$ cat src/rtl/ataPioPkg.sv
package ataPioPkg;
  localparam int ATA_DW      = 16;
  localparam int ATA_AW      = 3;
  localparam int ATA_REGS    = 1 << ATA_AW;
  localparam int ATA_BYTE    = 8;
  localparam int ATA_NPARAM  = ATA_REGS - 1;
  localparam int ATA_CMD_REG = ATA_REGS - 1;
  localparam int ATA_DRV_REG = ATA_REGS - 2;
  localparam int ATA_DRV_BIT = 4;

  localparam logic [1:0] SEL_CMD = 2'b01;
  localparam logic [1:0] SEL_CTL = 2'b10;

  typedef enum logic [2:0] {
    ST_IDLE, ST_SETUP, ST_ACTIVE, ST_HOLD, ST_RESET
  } ataState_t;

  // Strobes from the control FSM to the datapath
  typedef struct packed {
    logic              loadExt;
    logic              loadSeq;
    logic              latchCmd;
    logic              capture;
    logic              busAct;
    logic              rdStrobe;
    logic              wrStrobe;
    logic              driveBus;
    logic [ATA_AW-1:0] seqIdx;
  } ataStrobe_t;
endpackage

$ cat src/rtl/ataPioCtrl.sv
module ataPioCtrl
  import ataPioPkg::*;
#(
  parameter int SETUP_CYC  = 2,
  parameter int STROBE_CYC = 3,
  parameter int HOLD_CYC   = 2,
  parameter int RST_CYC    = 8
) (
  input  logic       clk,
  input  logic       rstN,
  input  logic       reqValid,
  input  logic [1:0] reqSel,
  input  logic       reqWrite,
  input  logic       cmdStart,
  input  logic       driveReset,
  input  logic       ideReady,
  output ataStrobe_t ctl,
  output logic       reqDone,
  output logic       reqErr,
  output logic       reqBusy,
  output logic       cmdDone,
  output logic       busy,
  output logic       ideResetN
);
  localparam int MAX_AB = (SETUP_CYC > STROBE_CYC) ? SETUP_CYC : STROBE_CYC;
  localparam int MAX_CD = (HOLD_CYC > RST_CYC) ? HOLD_CYC : RST_CYC;
  localparam int MAXC   = (MAX_AB > MAX_CD) ? MAX_AB : MAX_CD;
  localparam int CW     = $clog2(MAXC + 1);
  localparam logic [CW-1:0] SETUP_LD  = CW'(SETUP_CYC - 1);
  localparam logic [CW-1:0] STROBE_LD = CW'(STROBE_CYC - 1);
  localparam logic [CW-1:0] HOLD_LD   = CW'(HOLD_CYC - 1);
  localparam logic [CW-1:0] RST_LD    = CW'(RST_CYC - 1);
  localparam logic [ATA_AW-1:0] LAST_IDX = ATA_AW'(ATA_CMD_REG);

  ataState_t         state;
  logic [CW-1:0]     cnt;
  logic              seqActive;
  logic [ATA_AW-1:0] seqIdx;
  logic              wrFlag;

  logic selLegal, idleFree, launchSeq, takeRst, takeCmd, takeReq, lastCnt;

  always_comb begin
    selLegal  = (reqSel == SEL_CMD) || (reqSel == SEL_CTL);
    lastCnt   = (cnt == '0);
    launchSeq = (state == ST_IDLE) && seqActive;
    idleFree  = (state == ST_IDLE) && !seqActive;
    takeRst   = idleFree && driveReset;
    takeCmd   = idleFree && !driveReset && cmdStart;
    takeReq   = idleFree && !driveReset && !cmdStart && reqValid;
    busy      = (state != ST_IDLE) || seqActive;
    ideResetN = (state != ST_RESET);

    ctl.loadExt  = takeReq && selLegal;
    ctl.loadSeq  = launchSeq;
    ctl.latchCmd = takeCmd;
    ctl.busAct   = (state == ST_SETUP) || (state == ST_ACTIVE) || (state == ST_HOLD);
    ctl.rdStrobe = (state == ST_ACTIVE) && !wrFlag;
    ctl.wrStrobe = (state == ST_ACTIVE) && wrFlag;
    ctl.capture  = ctl.rdStrobe && lastCnt && ideReady;
    ctl.driveBus = ctl.busAct && wrFlag;
    ctl.seqIdx   = seqIdx;
  end

  always_ff @(posedge clk or negedge rstN) begin
    if (!rstN) begin
      state     <= ST_RESET;
      cnt       <= RST_LD;
      seqActive <= 1'b0;
      seqIdx    <= '0;
      wrFlag    <= 1'b0;
      reqDone   <= 1'b0;
      reqErr    <= 1'b0;
      reqBusy   <= 1'b0;
      cmdDone   <= 1'b0;
    end else begin
      reqDone <= 1'b0;
      cmdDone <= 1'b0;
      reqErr  <= takeReq && !selLegal;
      reqBusy <= (reqValid && !takeReq) || (cmdStart && !takeCmd) ||
                 (driveReset && !takeRst);
      case (state)
        ST_IDLE: begin
          if (launchSeq) begin
            state  <= ST_SETUP;
            cnt    <= SETUP_LD;
            wrFlag <= 1'b1;
          end else if (takeRst) begin
            state <= ST_RESET;
            cnt   <= RST_LD;
          end else if (takeCmd) begin
            seqActive <= 1'b1;
            seqIdx    <= '0;
          end else if (takeReq && selLegal) begin
            state  <= ST_SETUP;
            cnt    <= SETUP_LD;
            wrFlag <= reqWrite;
          end
        end
        ST_SETUP: begin
          if (lastCnt) begin
            state <= ST_ACTIVE;
            cnt   <= STROBE_LD;
          end else cnt <= cnt - 1'b1;
        end
        ST_ACTIVE: begin
          if (!lastCnt) cnt <= cnt - 1'b1;
          else if (ideReady) begin
            state <= ST_HOLD;
            cnt   <= HOLD_LD;
          end
        end
        ST_HOLD: begin
          if (!lastCnt) cnt <= cnt - 1'b1;
          else begin
            state <= ST_IDLE;
            if (seqActive) begin
              if (seqIdx == LAST_IDX) begin
                seqActive <= 1'b0;
                cmdDone   <= 1'b1;
              end else seqIdx <= seqIdx + 1'b1;
            end else reqDone <= 1'b1;
          end
        end
        ST_RESET: begin
          if (lastCnt) state <= ST_IDLE;
          else cnt <= cnt - 1'b1;
        end
        default: state <= ST_IDLE;
      endcase
    end
  end

  // the first cycle with the bus claimed never carries a strobe
  assert_setup_first_R5: assert property (@(posedge clk) disable iff (!rstN)
    $rose(ctl.busAct) |-> !(ctl.rdStrobe || ctl.wrStrobe));

  // a strobe seen with ready low is still active next cycle
  assert_ready_stretch_R6: assert property (@(posedge clk) disable iff (!rstN)
    ((ctl.rdStrobe || ctl.wrStrobe) && !ideReady) |=> (ctl.rdStrobe || ctl.wrStrobe));

  // the drive bus stays idle while the drive is held in reset
  assert_reset_quiet_R1: assert property (@(posedge clk) disable iff (!rstN)
    !ideResetN |-> !ctl.busAct);

  // a request arriving while busy is answered with a busy pulse
  assert_busy_refuse_R9: assert property (@(posedge clk) disable iff (!rstN)
    (busy && reqValid) |=> reqBusy);

  // completion is reported only after the bus has been released
  assert_done_after_hold_R5: assert property (@(posedge clk) disable iff (!rstN)
    reqDone |-> !ctl.busAct);
endmodule

$ cat src/rtl/ataPioData.sv
module ataPioData
  import ataPioPkg::*;
#(
  parameter int SYNC_STAGES = 2
) (
  input  logic                          clk,
  input  logic                          rstN,
  input  ataStrobe_t                    ctl,
  input  logic [1:0]                    reqSel,
  input  logic [ATA_AW-1:0]             reqAddr,
  input  logic [ATA_DW-1:0]             reqWdata,
  input  logic [ATA_NPARAM*ATA_BYTE-1:0] cmdParams,
  input  logic [ATA_BYTE-1:0]           cmdOpcode,
  input  logic                          cmdDrive,
  input  logic [ATA_DW-1:0]             ideDataIn,
  input  logic                          ideIntN,
  output logic                          ideSelCmdN,
  output logic                          ideSelCtlN,
  output logic [ATA_AW-1:0]             ideAddr,
  output logic                          ideRdN,
  output logic                          ideWrN,
  output logic [ATA_DW-1:0]             ideDataOut,
  output logic                          ideDataOe,
  output logic [ATA_DW-1:0]             rdData,
  output logic                          irq
);
  logic [1:0]                     selReg;
  logic [ATA_AW-1:0]              addrReg;
  logic [ATA_DW-1:0]              wdReg;
  logic [ATA_NPARAM*ATA_BYTE-1:0] parReg;
  logic [ATA_BYTE-1:0]            opReg;
  logic                           drvReg;
  logic [ATA_BYTE-1:0]            seqByte;

  always_comb begin
    seqByte = opReg;
    for (int i = 0; i < ATA_NPARAM; i++)
      if (ctl.seqIdx == ATA_AW'(i)) seqByte = parReg[i*ATA_BYTE +: ATA_BYTE];
    if (ctl.seqIdx == ATA_AW'(ATA_DRV_REG)) seqByte[ATA_DRV_BIT] = drvReg;
  end

  always_ff @(posedge clk or negedge rstN) begin
    if (!rstN) begin
      selReg  <= '0;
      addrReg <= '0;
      wdReg   <= '0;
      parReg  <= '0;
      opReg   <= '0;
      drvReg  <= 1'b0;
      rdData  <= '0;
    end else begin
      if (ctl.latchCmd) begin
        parReg <= cmdParams;
        opReg  <= cmdOpcode;
        drvReg <= cmdDrive;
      end
      if (ctl.loadExt) begin
        selReg  <= reqSel;
        addrReg <= reqAddr;
        wdReg   <= reqWdata;
      end else if (ctl.loadSeq) begin
        selReg  <= SEL_CMD;
        addrReg <= ctl.seqIdx;
        wdReg   <= {{(ATA_DW-ATA_BYTE){1'b0}}, seqByte};
      end
      if (ctl.capture) rdData <= ideDataIn;
    end
  end

  always_comb begin
    ideSelCmdN = !(ctl.busAct && selReg[0]);
    ideSelCtlN = !(ctl.busAct && selReg[1]);
    ideAddr    = addrReg;
    ideRdN     = !ctl.rdStrobe;
    ideWrN     = !ctl.wrStrobe;
    ideDataOut = wdReg;
    ideDataOe  = ctl.driveBus;
  end

  // Interrupt synchronizer, one flop per stage
  for (genvar g = 0; g < SYNC_STAGES; g++) begin : gSync
    logic q;
    if (g == 0) begin : gFirst
      always_ff @(posedge clk or negedge rstN)
        if (!rstN) q <= 1'b0;
        else q <= !ideIntN;
    end else begin : gNext
      always_ff @(posedge clk or negedge rstN)
        if (!rstN) q <= 1'b0;
        else q <= gSync[g-1].q;
    end
  end
  assign irq = gSync[SYNC_STAGES-1].q;

  // never both banks at once
  assert_one_bank_R3: assert property (@(posedge clk) disable iff (!rstN)
    !(!ideSelCmdN && !ideSelCtlN));

  // a strobe only appears inside a selected bank
  assert_strobe_in_bank_R4: assert property (@(posedge clk) disable iff (!rstN)
    (!ideRdN || !ideWrN) |-> (ideSelCmdN != ideSelCtlN));

  // write word held steady across the write strobe
  assert_wdata_steady_R4: assert property (@(posedge clk) disable iff (!rstN)
    (!ideWrN && $past(!ideWrN)) |-> $stable(ideDataOut));
endmodule

$ cat src/rtl/ataPioHost.sv
module ataPioHost
  import ataPioPkg::*;
#(
  parameter int SETUP_CYC   = 2,
  parameter int STROBE_CYC  = 3,
  parameter int HOLD_CYC    = 2,
  parameter int RST_CYC     = 8,
  parameter int SYNC_STAGES = 2
) (
  input  logic        clk,
  input  logic        rstN,
  input  logic        reqValid,
  input  logic [1:0]  reqSel,
  input  logic [2:0]  reqAddr,
  input  logic        reqWrite,
  input  logic [15:0] reqWdata,
  output logic        reqDone,
  output logic        reqErr,
  output logic        reqBusy,
  output logic [15:0] rdData,
  input  logic        cmdStart,
  input  logic [55:0] cmdParams,
  input  logic [7:0]  cmdOpcode,
  input  logic        cmdDrive,
  output logic        cmdDone,
  input  logic        driveReset,
  output logic        busy,
  output logic        irq,
  output logic        ideSelCmdN,
  output logic        ideSelCtlN,
  output logic [2:0]  ideAddr,
  output logic        ideRdN,
  output logic        ideWrN,
  output logic [15:0] ideDataOut,
  output logic        ideDataOe,
  input  logic [15:0] ideDataIn,
  input  logic        ideReady,
  output logic        ideResetN,
  input  logic        ideIntN
);
  ataStrobe_t ctl;

  ataPioCtrl #(
    .SETUP_CYC(SETUP_CYC), .STROBE_CYC(STROBE_CYC),
    .HOLD_CYC(HOLD_CYC), .RST_CYC(RST_CYC)
  ) uCtrl (
    .clk(clk), .rstN(rstN), .reqValid(reqValid), .reqSel(reqSel),
    .reqWrite(reqWrite), .cmdStart(cmdStart), .driveReset(driveReset),
    .ideReady(ideReady), .ctl(ctl), .reqDone(reqDone), .reqErr(reqErr),
    .reqBusy(reqBusy), .cmdDone(cmdDone), .busy(busy), .ideResetN(ideResetN)
  );

  ataPioData #(.SYNC_STAGES(SYNC_STAGES)) uData (
    .clk(clk), .rstN(rstN), .ctl(ctl), .reqSel(reqSel), .reqAddr(reqAddr),
    .reqWdata(reqWdata), .cmdParams(cmdParams), .cmdOpcode(cmdOpcode),
    .cmdDrive(cmdDrive), .ideDataIn(ideDataIn), .ideIntN(ideIntN),
    .ideSelCmdN(ideSelCmdN), .ideSelCtlN(ideSelCtlN), .ideAddr(ideAddr),
    .ideRdN(ideRdN), .ideWrN(ideWrN), .ideDataOut(ideDataOut),
    .ideDataOe(ideDataOe), .rdData(rdData), .irq(irq)
  );
endmodule

$ cat config.mk
export PLATFORM = sky130hd
export DESIGN_NAME = ataPioHost
export DESIGN_NICKNAME = d
export VERILOG_FILES = /design/src/rtl/ataPioPkg.sv /design/src/rtl/ataPioCtrl.sv /design/src/rtl/ataPioData.sv /design/src/rtl/ataPioHost.sv
export SDC_FILE = /design/constraint.sdc
export NUM_CORES = 1
export LEC_CHECK = 0
export ABC_AREA = 0
export BUFFER_PORTS_ARGS = -buffer_cell sky130_fd_sc_hd__buf_2
export CAP_MARGIN = 5
export CORE_MARGIN = 5
export CORE_UTILIZATION = 48
export CTS_CLUSTER_SIZE = 20
export DETAILED_ROUTE_END_ITERATION = 8
export HOLD_SLACK_MARGIN = 0.08
export PLACE_DENSITY_LB_ADDON = 0.3
export SLEW_MARGIN = 5
export SYNTH_ARGS = -nofsm -noshare
export SYNTH_HDL_FRONTEND = slang
export SYNTH_SLANG_ARGS = --single-unit
$ cat constraint.sdc
create_clock -name clk -period 1.79 [get_ports clk]
set_input_delay 0.0895 -clock clk [delete_from_list [all_inputs] [get_ports clk]]
set_output_delay 0.0895 -clock clk [all_outputs]
set_load 0.02 [all_outputs]
==> out/qor.csv <==
metric,value,unit
grt_usage,26.0,%
cp.arrival,2.12,ns
cts_root_buffer,clkbuf_16,
initialDrtViolationCount,561,
irDropWorstVdd,0.909,mV
die_y,121,um
layout_setup_ws,-0.0330,ns
antenna_found_initial,0,
async_reset_ff_share,100,%
cts.clk_slew.worst_paths,0.06,ns
fmax,549,MHz
hpwl,12.0,mm
cp_cell_sequence,ha_1 -> buf_4 -> ha_1 -> inv_1 -> a21oi_1 -> a21oi_4 -> mux2_2,
post-place-ws,-0.114,ns
power_density,1490,nW/um2
rsz0062_at_grt,true,
run_status,"complete, but fails checks",
start_util,49.1,%
firstDrtPassIters,5,
maxSlewHeadroom,58.3,%
clock-sinks,119,
core-area,12000,um2
end_kind,flop,
layout_common_cells,"153 x buf_2, 112 x dfrtp_1, 107 x dlygate4sd3_1",
synth_cell_types,60,
cpPeakStageDelay,0.45,ns
diodes,0,
hold_class,input pin to flop,
final_max_slew_viol_count,0,
final_nets,943,
crit_path_start_kind,flop,
fin_skew,0.00595,ns
mostFrequentLayoutCell,buf_2,
ys_ff_latch,119,
die-area,14600,um2
avgSynthCellArea,11.4,um2
place_inst,833,
cp.required,2.09,ns
drv_cap,0,
grt_pass1_wl,29.5,mm
crit_fanout,4,
synthFlopType,dfrtp_1,
finalHoldViolCount,0,
worstSkewPairLatency,0.42,ns
worst_pin_slew,0.625,ns
fin_crit,1.82,ns
antenna_left,0,
grt_max_degree,120,
instances_no_fill,986,
crit_family,flip-flops,
cts_buffers,17,
cts_max_path_buffers,2,
portBuffers,155,
gr-total-overflow,0,
synth_edf_count,0,
totalWireLength,19.1,mm
yosys_warnings,0,
cp_slowest_cell,dfrtp_2,
layout-drive-gt1-share,47.8,%
critPathKind,flop to flop,
cts_tree,done,
rows,40,
vias,5512,
synthesis.area,5900,um2
place.gp.congestion,0.881,
syn-num-nets,633,
htree_levels,4,
io_pins,157,
routed_via_density,5.59,
drc,0,
fin_util,76.9,%
wire_per_inst,19.4,um
failed_checks,negative setup slack,
synth_cells,516,
finalCritPeriodShare,102,%
synth_seq_area_share,50.6,%
grt_pass1_vias,5692,
setup_viol,5,
path_buf_inv,2,
die-width,121,um
power_leakage,4.39,nW
area_growth,56.5,%
crit_top_cell,ha_1,
[cell families after synthesis]
logic type / Yosys count / share of synthesized area [%]
multiplexers: 85 / 16.8
adder cells (fa/ha/maj): 8 / 1.65
AND/OR/NAND/NOR: 142 / 13.3
flip-flops: 119 / 50.6
buffers and inverters: 53 / 4.52
XOR/XNOR: 2 / 0.297
AO/OA/AOI/OAI: 107 / 12.8
[worst reg2reg max path, cell delays in order, from the launching register on]
cell	delay, ns
dfrtp_2	0.45
ha_1	0.23
buf_4	0.14
ha_1	0.18
inv_1	0.05
a21oi_1	0.10
a21oi_4	0.19
mux2_2	0.36
[metal layers]
| layer | global-route usage (%) | up-vias | part of all wire (%) |
|---|---|---|---|
| li1 | - | 2517 | - |
| met3 | 7.27 | 49 | 7.0 |
| met1 | 31.6 | 2696 | 40 |
| met2 | 43.2 | 250 | 50 |
| met4 | 11.3 | 0 | 2.8 |
| met5 | 0 | - | 0 |
[worst paths after layout]
kind / from / end / slack (ns) / cells past startpoint
hold / removal: ideReady / uCtrl.state[0] / 0.22 / 5
min in group asynchronous: rstN / uCtrl.reqBusy / 0.32 / 3
max in group asynchronous: rstN / uCtrl.state[1] / 1.00 / 3
hold reg to reg: uData.gSync[0].q / uData.irq / 0.35 / 0
setup / recovery: uCtrl.seqIdx[1] / uCtrl.seqIdx[2] / -0.03 / 7
setup reg to reg: uCtrl.seqIdx[1] / uCtrl.seqIdx[2] / -0.03 / 7
[layout make-up]
class | instances | area (um2)
clock inverters | 14 | 199
fillers | 758 | 2780
repair buffers | 325 | 2420
flip-flops and latches | 119 | 2990
multi-input cells | 345 | 2930
well taps | 147 | 184
clock buffers | 18 | 439
inverters | 18 | 73.8
[metrics by stage]
step / total power [mW] / setup TNS [ns] / hold WS, ns / instance area [um2]
2_1_floorplan: 7.24 / -1.73 / -0.206 / 5930
6_report: 13.8 / -0.0579 / 0.223 / 9230
4_1_cts: 13.3 / -0.0365 / 0.166 / 9020
3_3_place_gp: 8.83 / -1.21 / 0.223 / 7100
5_1_grt: 14.5 / -2.83 / 0.247 / 9230
3_5_place_dp: 9.00 / -2.30 / 0.236 / 7100
[registers in the layout, summed over array words and instances (netlist names), 2 cells and up]
register	cells
uCtrl.state	3
uCtrl.cnt	4
uData.ideAddr	3
uData.rdData	16
uData.selReg	2
uData.opReg	8
uData.ideDataOut	16
uData.parReg	55
uCtrl.seqIdx	3
[power breakdown]
group / leakage [nW] / internal (mW) / switching [mW]
registers: 1.53 / 3.59 / 0.770
clock network: 0.299 / 2.37 / 1.28
logic: 2.56 / 2.93 / 2.82
total: 4.39 / 8.89 / 4.87
[repair_timing]
action	in CTS	in global routing
resized for setup	41	45
setup endpoints to repair	36	102
pin swaps	16	32
buffers inserted	8	5
hold endpoints to repair	220	0
gates cloned	0	2
hold buffers	107	0
[synthesized netlist by cell type (2+ instances only)]
cell      number  area [um2]
ha_1           7        87.6
nor3b_1        3        22.5
or3_1          8        50.1
nor2b_1        4        25.0
a22oi_1        4        30.0
nand2b_1      11        68.8
o21a_1         2        15.0
nor2_1        21        78.8
a21oi_1       31         155
mux2_4        10         150
mux2i_1        2        20.0
inv_1         17        63.8
buf_1          3        11.3
nand3_1       22         110
or3b_2         3        26.3
o311ai_0       2        17.5
dfstp_2        4         105
buf_2          6        30.0
o221ai_1       8        70.1
nand3b_1      10        75.1
nand2_1       40         150
mux2_2        73         822
o211ai_1      11        82.6
clkbuf_1      18        67.6
dfrtp_1      115        2880
and2_1         3        18.8
o22ai_1        2        12.5
o31ai_1        2        15.0
nand4_1        2        12.5
o31a_1         8        70.1
buf_6          8        90.1
a221oi_1       8        70.1
o21ai_0        6        30.0
a31oi_1        7        43.8
or3_4          2        22.5
a211oi_1       8        60.1
nor4b_1        2        17.5
No activity file was read; power rests on OpenSTA's default activity.
